**config.mk**
```make
export PLATFORM = sky130hd
export DESIGN_NAME = spi3w_cfg_slave
export DESIGN_NICKNAME = d
export VERILOG_FILES = /design/src/rtl/spi3w_pkg.sv /design/src/rtl/spi3w_sync_edge.sv /design/src/rtl/spi3w_regfile.sv /design/src/rtl/spi3w_frame_ctrl.sv /design/src/rtl/spi3w_cfg_slave.sv
export SDC_FILE = /design/constraint.sdc
export NUM_CORES = 1
export LEC_CHECK = 0
export BUFFER_PORTS_ARGS = -buffer_cell sky130_fd_sc_hd__buf_2
export CAP_MARGIN = 15
export CORE_AREA = 3 3 145 147
export DETAILED_ROUTE_END_ITERATION = 7
export DIE_AREA = 0 0 148 150
export PLACE_DENSITY_LB_ADDON = 0.12
export SYNTH_ARGS = -nofsm -noshare
export SYNTH_HDL_FRONTEND = slang
export SYNTH_SLANG_ARGS = --single-unit
```
**constraint.sdc**
```tcl
create_clock -name clk -period 5 [get_ports clk]
set_input_delay 1 -clock clk [delete_from_list [all_inputs] [get_ports clk]]
set_output_delay 1 -clock clk [all_outputs]
set_load 0.005 [all_outputs]
```
**src/rtl/spi3w_pkg.sv**
```systemverilog
package spi3w_pkg;
  localparam int CMD_BITS  = 16;
  localparam int ADDR_BITS = 13;
  localparam int BYTE_BITS = 8;

  typedef enum logic [1:0] {
    PH_IDLE  = 2'd0,
    PH_CMD   = 2'd1,
    PH_DATA  = 2'd2
  } phase_e;

  localparam logic [1:0] LEN_STREAM = 2'b11;
endpackage

```
**src/rtl/spi3w_sync_edge.sv**
```systemverilog
module spi3w_sync_edge #(
  parameter int STAGES = 2
) (
  input  logic clk,
  input  logic rst,
  input  logic sclk_a,
  input  logic csn_a,
  input  logic sdi_a,
  output logic sclk_rise,
  output logic sclk_fall,
  output logic csn_s,
  output logic csn_rise,
  output logic csn_fall,
  output logic sdi_s
);
  localparam int NSIG = 3;
  localparam logic [NSIG-1:0] RST_VAL = 3'b100;

  logic [NSIG-1:0] pins;
  logic [NSIG-1:0] chain [STAGES];
  logic [NSIG-1:0] last_q;
  logic [NSIG-1:0] cur;

  assign pins = {csn_a, sclk_a, sdi_a};

  for (genvar g = 0; g < STAGES; g++) begin : g_stage
    if (g == 0) begin : g_first
      always_ff @(posedge clk) begin
        if (rst) chain[g] <= RST_VAL;
        else     chain[g] <= pins;
      end
    end else begin : g_next
      always_ff @(posedge clk) begin
        if (rst) chain[g] <= RST_VAL;
        else     chain[g] <= chain[g-1];
      end
    end
  end

  assign cur = chain[STAGES-1];

  always_ff @(posedge clk) begin
    if (rst) last_q <= RST_VAL;
    else     last_q <= cur;
  end

  assign sdi_s     = cur[0];
  assign sclk_rise = cur[1] & ~last_q[1];
  assign sclk_fall = ~cur[1] & last_q[1];
  assign csn_s     = cur[2];
  assign csn_rise  = cur[2] & ~last_q[2];
  assign csn_fall  = ~cur[2] & last_q[2];
endmodule

```
**src/rtl/spi3w_regfile.sv**
```systemverilog
module spi3w_regfile #(
  parameter int DATA_W = 8,
  parameter int DEPTH  = 32,
  localparam int IDX_W = $clog2(DEPTH)
) (
  input  logic              clk,
  input  logic              we,
  input  logic [IDX_W-1:0]  waddr,
  input  logic [DATA_W-1:0] wdata,
  input  logic [IDX_W-1:0]  raddr,
  output logic [DATA_W-1:0] rdata
);
  logic [DATA_W-1:0] mem [DEPTH];

  always_ff @(posedge clk) begin
    if (we) mem[waddr] <= wdata;
    rdata <= mem[raddr];
  end
endmodule

```
**src/rtl/spi3w_frame_ctrl.sv**
```systemverilog
module spi3w_frame_ctrl
  import spi3w_pkg::*;
#(
  parameter int IDX_W = 5,
  parameter logic [ADDR_BITS-1:0] CFG_ADDR = '0,
  parameter int ORDER_BIT = 0
) (
  input  logic                 clk,
  input  logic                 rst,
  input  logic                 sclk_rise,
  input  logic                 sclk_fall,
  input  logic                 csn_s,
  input  logic                 csn_rise,
  input  logic                 csn_fall,
  input  logic                 sdi_s,
  input  logic [BYTE_BITS-1:0] rdata,
  output logic                 we,
  output logic [IDX_W-1:0]     widx,
  output logic [BYTE_BITS-1:0] wdata,
  output logic [IDX_W-1:0]     ridx,
  output logic                 sdo,
  output logic                 sdo_oe,
  output logic                 lsb_first
);
  localparam int CNT_W = $clog2(CMD_BITS);
  localparam int BIT_W = $clog2(BYTE_BITS);
  localparam logic [CNT_W-1:0] CMD_LAST = CNT_W'(CMD_BITS - 1);
  localparam logic [CNT_W-1:0] CMD_HALF = CNT_W'(CMD_BITS / 2);
  localparam logic [BIT_W-1:0] BIT_LAST = BIT_W'(BYTE_BITS - 1);

  phase_e                 phase_q;
  logic                   armed_q;
  logic [CNT_W-1:0]       cmd_cnt_q;
  logic [CMD_BITS-2:0]    cmd_sh_q;
  logic                   rd_q;
  logic [1:0]             len_q;
  logic [1:0]             left_q;
  logic [ADDR_BITS-1:0]   addr_q;
  logic [BIT_W-1:0]       bit_q;
  logic [BYTE_BITS-1:0]   byte_sh_q;
  logic                   lsb_q;
  logic                   sdo_q;
  logic                   oe_q;

  logic [CMD_BITS-1:0]    cmd_next;
  logic [BYTE_BITS-1:0]   byte_next;
  logic [ADDR_BITS-1:0]   addr_step;
  logic                   byte_done;
  logic                   tx_bit;
  logic                   selected_rise;
  logic                   at_boundary;

  assign cmd_next      = {cmd_sh_q, sdi_s};
  assign byte_next     = lsb_q ? {sdi_s, byte_sh_q[BYTE_BITS-1:1]}
                               : {byte_sh_q[BYTE_BITS-2:0], sdi_s};
  assign addr_step     = lsb_q ? addr_q + ADDR_BITS'(1) : addr_q - ADDR_BITS'(1);
  assign selected_rise = sclk_rise && !csn_s;
  assign byte_done     = selected_rise && (phase_q == PH_DATA) && (bit_q == BIT_LAST);
  assign tx_bit        = lsb_q ? rdata[bit_q] : rdata[BIT_LAST - bit_q];
  assign at_boundary   = (bit_q == '0) && (len_q != LEN_STREAM);

  assign we    = byte_done && !rd_q;
  assign widx  = addr_q[IDX_W-1:0];
  assign wdata = byte_next;
  assign ridx  = addr_q[IDX_W-1:0];

  always_ff @(posedge clk) begin
    if (rst) begin
      phase_q   <= PH_IDLE;
      armed_q   <= 1'b0;
      cmd_cnt_q <= '0;
      cmd_sh_q  <= '0;
      rd_q      <= 1'b0;
      len_q     <= '0;
      left_q    <= '0;
      addr_q    <= '0;
      bit_q     <= '0;
      byte_sh_q <= '0;
      lsb_q     <= 1'b0;
      sdo_q     <= 1'b0;
      oe_q      <= 1'b0;
    end else begin
      oe_q <= (phase_q == PH_DATA) && rd_q && !csn_s;
      if (csn_rise) begin
        unique case (phase_q)
          PH_CMD: begin
            if (cmd_cnt_q != CMD_HALF) phase_q <= PH_IDLE;
          end
          PH_DATA: begin
            if (!at_boundary) phase_q <= PH_IDLE;
          end
          default: ;
        endcase
        if (phase_q == PH_IDLE ||
            (phase_q == PH_CMD && cmd_cnt_q != CMD_HALF) ||
            (phase_q == PH_DATA && !at_boundary)) begin
          armed_q <= 1'b0;
        end
      end else if (csn_fall) begin
        armed_q <= 1'b1;
        if (phase_q == PH_DATA && rd_q) sdo_q <= tx_bit;
      end else if (selected_rise) begin
        unique case (phase_q)
          PH_IDLE: begin
            if (armed_q) begin
              cmd_sh_q  <= cmd_next[CMD_BITS-2:0];
              cmd_cnt_q <= CNT_W'(1);
              phase_q   <= PH_CMD;
            end
          end
          PH_CMD: begin
            cmd_sh_q <= cmd_next[CMD_BITS-2:0];
            if (cmd_cnt_q == CMD_LAST) begin
              rd_q    <= cmd_next[CMD_BITS-1];
              len_q   <= cmd_next[CMD_BITS-2 -: 2];
              left_q  <= cmd_next[CMD_BITS-2 -: 2];
              addr_q  <= cmd_next[ADDR_BITS-1:0];
              bit_q   <= '0;
              phase_q <= PH_DATA;
            end else begin
              cmd_cnt_q <= cmd_cnt_q + CNT_W'(1);
            end
          end
          PH_DATA: begin
            byte_sh_q <= byte_next;
            bit_q     <= bit_q + BIT_W'(1);
            if (bit_q == BIT_LAST) begin
              addr_q <= addr_step;
              if (we && addr_q == CFG_ADDR) lsb_q <= byte_next[ORDER_BIT];
              if (len_q != LEN_STREAM) begin
                if (left_q == '0) begin
                  phase_q <= PH_IDLE;
                  armed_q <= 1'b0;
                end else begin
                  left_q <= left_q - 2'd1;
                end
              end
            end
          end
          default: phase_q <= PH_IDLE;
        endcase
      end else if (sclk_fall && !csn_s && phase_q == PH_DATA && rd_q) begin
        sdo_q <= tx_bit;
      end
    end
  end

  assign sdo       = sdo_q;
  assign sdo_oe    = oe_q;
  assign lsb_first = lsb_q;
endmodule

```
**src/rtl/spi3w_cfg_slave.sv**
```systemverilog
module spi3w_cfg_slave
  import spi3w_pkg::*;
#(
  parameter int NUM_REGS    = 32,
  parameter int SYNC_STAGES = 2,
  parameter logic [ADDR_BITS-1:0] CFG_ADDR = '0,
  parameter int ORDER_BIT   = 0
) (
  input  logic clk,
  input  logic rst,
  input  logic spi_sclk,
  input  logic spi_csn,
  input  logic spi_sdi,
  output logic spi_sdo,
  output logic spi_sdo_oe
);
  localparam int IDX_W = $clog2(NUM_REGS);

  logic                 sclk_rise;
  logic                 sclk_fall;
  logic                 csn_s;
  logic                 csn_rise;
  logic                 csn_fall;
  logic                 sdi_s;
  logic                 ram_we;
  logic [IDX_W-1:0]     ram_widx;
  logic [IDX_W-1:0]     ram_ridx;
  logic [BYTE_BITS-1:0] ram_wdata;
  logic [BYTE_BITS-1:0] ram_rdata;
  logic                 lsb_first;

  spi3w_sync_edge #(.STAGES(SYNC_STAGES)) sync_i (
    .clk       (clk),
    .rst       (rst),
    .sclk_a    (spi_sclk),
    .csn_a     (spi_csn),
    .sdi_a     (spi_sdi),
    .sclk_rise (sclk_rise),
    .sclk_fall (sclk_fall),
    .csn_s     (csn_s),
    .csn_rise  (csn_rise),
    .csn_fall  (csn_fall),
    .sdi_s     (sdi_s)
  );

  spi3w_frame_ctrl #(
    .IDX_W     (IDX_W),
    .CFG_ADDR  (CFG_ADDR),
    .ORDER_BIT (ORDER_BIT)
  ) ctrl_i (
    .clk       (clk),
    .rst       (rst),
    .sclk_rise (sclk_rise),
    .sclk_fall (sclk_fall),
    .csn_s     (csn_s),
    .csn_rise  (csn_rise),
    .csn_fall  (csn_fall),
    .sdi_s     (sdi_s),
    .rdata     (ram_rdata),
    .we        (ram_we),
    .widx      (ram_widx),
    .wdata     (ram_wdata),
    .ridx      (ram_ridx),
    .sdo       (spi_sdo),
    .sdo_oe    (spi_sdo_oe),
    .lsb_first (lsb_first)
  );

  spi3w_regfile #(.DATA_W(BYTE_BITS), .DEPTH(NUM_REGS)) regs_i (
    .clk   (clk),
    .we    (ram_we),
    .waddr (ram_widx),
    .wdata (ram_wdata),
    .raddr (ram_ridx),
    .rdata (ram_rdata)
  );
endmodule

```
==> summary.txt, run 1 <==
Run status
  • Status: finished clean

CTS
  • Skew-Pair Late Insertion Delay: 0.56 ns
  • Postcts setup bufs: 0
  • CTS clk-pin slew, worst paths: 0.07 ns
  • H-tree Lvls: 1
  • Longest Clk Path Bufs: 3
  • CTS sink count: 326
  • CTS Hold Buffers Added: 0
  • Post-CTS sizing: 0
  • TritonCTS clock tree: yes
  • Clock buffer count from CTS: 31
  • Root Buffer: clkbuf_16

Logic synthesis
  • Post-synth ARST share: 0
  • Ys Warns: 0
  • Top-area cell type share of the netlist area: 0.572
  • Syn nets: around 860
  • Mapped cell area: 0.0134 mm^2
  • Ranking of synthesized cells by area: edfxtp_1 (57%), mux4_2 (12%), dfxtp_1 (10%)
  • Prevailing post-synth register cell: edfxtp_1
  • Post-synth top area cell: edfxtp_1
  • Post-Synthesis Cells: between 800 and 900
  • Commonest cells in the netlist: edfxtp_1 (256), nor2_1 (77), dfxtp_1 (70)
  • #FFs+latches synth: about 330
  • Syn avg cell area: between 15 and 20 um^2
  • Top-count cell post-synth: edfxtp_1
  • Post-synthesis sequential area ratio: 0.677
  • Netlist cell types: 57
  • Number of synthesized flops with an enable pin: approximately 260

Pwr
  • Pleak: around 4.8 nW
  • Power Dens Cells: ~360 mW/mm^2
  • Max VDD drop: between 300 and 400 uV

Timing
  • Min Clock Period, post-route: between 3 and 4 ns
  • Setup_tns: 0 ns
  • RSZ-0062 raised after global routing: false
  • Final period util: 0.643
  • Fin worst setup slack: roughly 1.8 ns
  • Worst slew pin tran: approximately 1.1 ns
  • Final Hold Viols: 0
  • Max Clk Rate: around 310 MHz
  • Clock Skew: between 0.02 and 0.025 ns
  • Final setup viols: 0
  • Worst rel slew slack: 0.236
  • Count of final max-slew check failures: 0

Floorplan
  • Io pins: 7
  • Starting density of the core: 0.670
  • Vert. Die Dim: around 150 um
  • Core Area: between 0.02 and 0.025 mm^2
  • Die W: roughly 150 um
  • Cell Rows: 52
  • Die area: 0.0222 mm^2

Setup path
  • Worst Setup End Kind: register
  • R2R depth: 5
  • Crit path required time: about 5.2 ns
  • RR Startpoint: ctrl_i.addr_q[1]
  • Crit Reg-Reg Endpoint: regs_i.mem[3][0]
  • CP Max Fanout: 50
  • CP max stage delay: approximately 0.74 ns
  • WS Path Type: register to register
  • Worst path arrival time: ~3.4 ns
  • CP max-delay cell: nor2_1
  • CP Launch Type: register
  • R2R setup slack: 1.79 ns
  • CP Cell Sequence: buf_4 > nand3_1 > nor3_1 > nand2_1 > nor2_1
  • Crit. Startpoint: ctrl_i.addr_q[1]
  • Worst Setup EP: regs_i.mem[3][0]

Layout
  • Share of cells above drive strength 1: 0.176
  • Number of diodes: 0
  • Layout area overhead: 9.42%
  • Nets: between 800 and 900

Drt
  • Wire per inst: about 26 um
  • DRT Pass-1 Iters: 5
  • Via density: around 6.7
  • # DRC: 0
  • Routed WL: ~29000 um
  • Drt first-iter violations: just under 900
  • DRT antenna net count: 0
  • Via count: roughly 7500

Global routing
  • GR Layer Usage met2: 0.434
  • Layer with the highest usage: met2
  • Gr usage total: 0.272
  • GRT met1 Usage: 0.405
  • M3 GR Usage: 0.0324
  • Largest net degree at the start of global routing: approximately 50
  • Initial antenna violation count: 0
  • Vias in the first global route: 7295
  • First-pass GRT wire length: approximately 45000 um
  • GRT overflow: 0

Placed design
  • RePlAce Congestion: 0.929
  • Place WS: 1.72 ns
  • Port bufs: 6
  • Hpwl dp: roughly 18000 um

Worst hold path
  • Worst min-delay path class: register to register

Job
  • Max-cap viol count: 0
critical path, delay by kind of cell (launching register included):
family / cells / cell delay, ns
flops: 1 / 0.65
simple gates: 4 / 1.54
buf+inv: 1 / 0.65
report_power, final:
part	switching, mW	internal, mW
Combinational	0.0180	0.00794
Sequential	0.00237	2.89
Clock	0.985	1.35
Total	1.01	4.24
layout make-up:
cell class / count / area [um^2]
flip-flops and latches: 326 / 9090
well taps: 270 / 338
multi-input cells: 445 / 4100
fillers: 1248 / 5340
repair buffers: 10 / 80.1
clock inverters: 25 / 249
clock buffers: 33 / 783
inverters: 15 / 56.3
through the flow:
step,std cells,instance area [um^2],util,hold slack (ns),power [mW]
2_1_floorplan,829,13400,-,0.389,2.97
3_3_place_gp,1065,13600,0.681,0.399,2.97
3_5_place_dp,1065,13600,0.681,0.411,2.97
4_1_cts,1123,14700,0.732,0.424,5.27
5_1_grt,1124,14700,0.734,0.453,5.39
6_report,1124,14700,0.734,0.423,5.25
sequential cells by signal, indices dropped and copies added, names as in the netlist:
signal / cells
ctrl_i.bit_q: 3
regs_i.mem: 256
ctrl_i.addr_q: 13
ctrl_i.left_q: 2
ctrl_i.phase_q: 2
sync_i.last_q: 2
ctrl_i.byte_sh_q: 8
ctrl_i.cmd_cnt_q: 4
ctrl_i.len_q: 2
ctrl_i.sdo_oe: 1
ctrl_i.sdo: 1
sync_i.chain: 6
ctrl_i.cmd_sh_q: 15
ctrl_i.rd_q: 1
ctrl_i.lsb_first: 1
ctrl_i.armed_q: 1
regs_i.rdata: 8
how the worst min path moves through the flow:
stage / from / to / slack [ns] / depth (start not counted)
5_1_grt: sync_i.chain[0][2] / sync_i.chain[1][2] / 0.45 / 1
6_report: sync_i.chain[0][2] / sync_i.chain[1][2] / 0.42 / 1
4_1_cts: sync_i.chain[0][2] / sync_i.chain[1][2] / 0.42 / 1
2_1_floorplan: sync_i.chain[0][2] / sync_i.chain[1][2] / 0.39 / 1
3_3_place_gp: sync_i.chain[0][2] / sync_i.chain[1][2] / 0.40 / 1
3_5_place_dp: sync_i.chain[0][2] / sync_i.chain[1][2] / 0.41 / 1
cell usage in the layout (no fill, tap or decap), drive strengths merged, types with 4 or more instances in the layout:
cell type  instances
a211oi             9
mux2               8
a21o               7
inv               16
a21oi             24
a311oi             5
mux4              69
a22oi             34
mux2i             33
nand4             15
nand3b             7
nor2b              9
and2               6
nand2b             4
o21ai             13
nand2             36
ha                23
xor2               6
clkbuf            33
edfxtp           256
clkinv            17
nor3               9
bufinv             4
xnor2              5
buf               10
or2                5
and3               7
nor2              77
dfxtp             70
cells by family after synthesis:
logic type / after synthesis / share of synthesized area
flip-flops: 326 / 0.677
AND/OR/NAND/NOR: 193 / 0.0714
multiplexers: 110 / 0.147
AO/OA/AOI/OAI: 107 / 0.0567
buffers and inverters: 58 / 0.0183
adder cells (fa/ha/maj): 24 / 0.0229
XOR/XNOR: 11 / 0.00717
metal layers:
| metal | part of all wire | vias up | wire length, um |
|---|---|---|---|
| met4 | 0.029 | 0 | 841 |
| met1 | 0.41 | 3752 | 12100 |
| li1 | - | 3266 | - |
| met2 | 0.48 | 399 | 14100 |
| met3 | 0.076 | 58 | 2230 |
| met5 | 0 | - | 0 |
No activity file was read; power rests on OpenSTA's default activity.
==> run 2: changes to the inputs <==
--- a/config.mk
+++ b/config.mk
@@ -7,9 +7,9 @@
 export LEC_CHECK = 0
 export BUFFER_PORTS_ARGS = -buffer_cell sky130_fd_sc_hd__buf_2
 export CAP_MARGIN = 15
-export CORE_AREA = 3 3 145 147
+export CORE_AREA = 3 3 158 160
 export DETAILED_ROUTE_END_ITERATION = 7
-export DIE_AREA = 0 0 148 150
+export DIE_AREA = 0 0 161 163
 export PLACE_DENSITY_LB_ADDON = 0.12
 export SYNTH_ARGS = -nofsm -noshare
 export SYNTH_HDL_FRONTEND = slang
==> constraint.sdc (replaced) <==
create_clock -name clk -period 2.6 [get_ports clk]
set_input_delay 0.52 -clock clk [delete_from_list [all_inputs] [get_ports clk]]
set_output_delay 0.52 -clock clk [all_outputs]
set_load 0.005 [all_outputs]
==> run 2 against run 1 <==
Flip-flop and latch count unchanged. Die area up 18%. Non-clock buffer count up 55. Register-to-register slack worse by 1.7 ns. Critical path type unchanged. Critical endpoint is now ctrl_i.addr_q[12]. Largest cell class unchanged. Largest power group unchanged.
==> summary.txt, run 2 (same netlist as run 1, synthesis figures left out) <==
Global routing
  • Largest net degree at the start of global routing: 72 (was 51)
  • First-pass GRT wire length: 45200 um (was 45300 um)
  • Initial antenna violation count: 0 (unchanged)
  • Vias in the first global route: 7848 (was 7295)
  • Gr usage total: 0.225 (was 0.272)
  • GRT overflow: 0 (unchanged)

Worst hold path
  • Worst min-delay path class: input pin to register (was register to register)
  • Hold Path Stages: 2 (was 1)
  • Endpoint of the worst hold path: sync_i.chain[0][2] (was sync_i.chain[1][2])
  • Hold path startpoint: spi_csn (was sync_i.chain[0][2])

Pwr
  • Pleak: 5.11 nW (was 4.78 nW)
  • Power Dens Cells: 678 mW/mm^2 (was 357 mW/mm^2)
  • Max VDD drop: 635 uV (was 337 uV)
  • Tot Pwr: 10.3 mW (was 5.25 mW)

Floorplan
  • Starting density of the core: 0.571 (was 0.670)
  • Die W: 161 um (was 148 um)
  • Die area: 0.0262 mm^2 (was 0.0222 mm^2)
  • Cell Rows: 56 (was 52)
  • Io pins: 7 (unchanged)
  • Core Area: 0.0235 mm^2 (was 0.0200 mm^2)
  • Vert. Die Dim: 163 um (was 150 um)

Layout
  • Layout Cells excl Fill: 1230 (was 1124)
  • Layout area overhead: 13.6% (was 9.42%)
  • Commonest non-fill, non-tap cell in the layout: edfxtp_1 (unchanged)
  • Largest regs: regs_i.mem: 256 flops, ctrl_i.cmd_sh_q: 15 flops, ctrl_i.addr_q: 13 flops (unchanged)
  • Share of cells above drive strength 1: 0.234 (was 0.176)
  • Area occupied by multi-input gates: 0.00413 mm^2 (was 0.00410 mm^2)
  • Sequential Area: 0.00909 mm^2 (unchanged)
  • Most frequent cells in the layout: edfxtp_1 (256), nor2_1 (77), mux4_2 (69) (unchanged)
  • Max reg flops: 256 (unchanged)
  • Number of diodes: 0 (unchanged)
  • Nets: 916 (was 858)
  • Fill cells: 1685 (was 1248)
  • Top reg by flops: regs_i.mem (unchanged)
  • Final core utilization: 0.648 (was 0.734)

Timing
  • Clock Skew: 0.0152 ns (was 0.0221 ns)
  • Final Hold Viols: 0 (unchanged)
  • Final period util: 0.957 (was 0.643)
  • Min Clock Period, post-route: 2.49 ns (was 3.21 ns)
  • Worst rel slew slack: 0.460 (was 0.236)
  • Final setup viols: 0 (unchanged)
  • Setup_tns: 0 ns (unchanged)
  • Worst slew pin tran: 0.811 ns (was 1.14 ns)
  • Fin worst setup slack: 0.113 ns (was 1.79 ns)
  • Count of final max-slew check failures: 0 (unchanged)
  • Max Clk Rate: 402 MHz (was 311 MHz)

Placed design
  • Place WS: 0.0616 ns (was 1.72 ns)
  • RePlAce Congestion: 0.887 (was 0.929)
  • Port bufs: 6 (unchanged)
  • Placed cell count: 1165 (was 1065)
  • Hpwl dp: 17900 um (was 18400 um)

CTS
  • Longest Clk Path Bufs: 3 (unchanged)
  • Skew-Pair Late Insertion Delay: 0.51 ns (was 0.56 ns)
  • CTS clk-pin slew, worst paths: 0.06 ns (was 0.07 ns)
  • CTS sink count: 326 (unchanged)
  • H-tree Lvls: 2 (was 1)
  • TritonCTS clock tree: yes (unchanged)
  • Clock buffer count from CTS: 34 (was 31)
  • Root Buffer: clkbuf_16 (unchanged)

Setup path
  • R2R depth: 8 (was 5)
  • Crit path required time: 2.99 ns (was 5.19 ns)
  • Crit. Startpoint: ctrl_i.lsb_first (was ctrl_i.addr_q[1])
  • Worst path arrival time: 2.88 ns (was 3.40 ns)
  • WS Path Type: register to register (unchanged)
  • CP max-delay cell: fa_1 (was nor2_1)
  • Worst Setup End Kind: register (unchanged)
  • R2R setup slack: 0.11 ns (was 1.79 ns)
  • CP Max Fanout: 8 (was 50)
  • Crit Reg-Reg Endpoint: ctrl_i.addr_q[12] (was regs_i.mem[3][0])
  • RR Startpoint: ctrl_i.lsb_first (was ctrl_i.addr_q[1])
  • CP Cell Sequence: clkinvlp_4 > fa_1 > a21o_1 > a221oi_4 > and3b_1 > a211oi_2 > xnor2_1 > a311oi_1 (was buf_4 > nand3_1 > nor3_1 > nand2_1 > nor2_1)
  • CP max stage delay: 0.44 ns (was 0.74 ns)
  • CP Launch Type: register (unchanged)

Drt
  • DRT Pass-1 Iters: 5 (unchanged)
  • Via count: 7516 (was 7475)
  • Drt first-iter violations: 695 (was 865)
  • Via density: 6.11 (was 6.65)
  • DRT antenna net count: 0 (unchanged)
  • # DRC: 0 (unchanged)
  • Wire per inst: 23.3 um (was 26.1 um)
  • Routed WL: 28600 um (was 29300 um)

Run status
  • Status: finished clean (unchanged)

Job
  • Max-cap viol count: 0 (unchanged)
==> run 2: layout make-up <==
class	count	share of cell area
multi-input combinational	445	0.271
clock buffer	42	0.0604
timing repair buffer	65	0.0316
tap	319	0.0261
inverter	15	0.00393
clock inverter	18	0.0116
sequential	326	0.596
==> run 2: worst max-delay path: cells and delay by family (launching register included) <==
kind	cells	cell delay, ns
fa+ha+maj	1	0.44
compound gates	4	1.05
flops	1	0.38
buf+inv	1	0.19
xor+xnor	1	0.10
simple gates	1	0.22
==> run 2: power by group <==
group / total (mW) / internal, mW / switching [mW]
combinational: 0.0503 / 0.0162 / 0.0341
clock: 4.74 / 2.82 / 1.91
sequential: 5.56 / 5.55 / 0.00481
total: 10.3 / 8.39 / 1.95
==> run 2: worst max-delay path by stage <==
stage / slack [ns] / depth (start not counted) / to
2_1_floorplan: 0.07 / 9 / ctrl_i.addr_q[12]
4_1_cts: 0.02 / 8 / ctrl_i.addr_q[12]
3_3_place_gp: 0.12 / 8 / ctrl_i.addr_q[12]
6_report: 0.11 / 8 / ctrl_i.addr_q[12]
5_1_grt: -0.02 / 8 / ctrl_i.addr_q[12]
3_5_place_dp: 0.06 / 8 / ctrl_i.addr_q[12]
==> run 2: what timing repair did <==
| action | 4_1_cts | 5_1_grt |
|---|---|---|
| endpoints found under the setup margin | 0 | 203 |
| gates resized for setup | 0 | 8 |
| setup buffers | 0 | 4 |
| hold buffers | 0 | 0 |
==> run 2: through the flow <==
step / cell area (um^2) / hold slack (ns)
floorplan: 13400 / 0.389
global placement: 14100 / 0.408
detailed placement: 14100 / 0.402
CTS: 15200 / 0.192
global route: 15300 / 0.211
finish: 15300 / 0.212
==> run 2: per-layer routing <==
metal / part of all wire / wire (um) / global-route usage / vias up
li1: - / - / - / 3379
met1: 0.43 / 12200 / 0.315 / 3875
met2: 0.49 / 14100 / 0.375 / 217
met3: 0.057 / 1640 / 0.0348 / 45
met4: 0.022 / 641 / 0.0626 / 0
met5: 0 / 0 / 0 / -
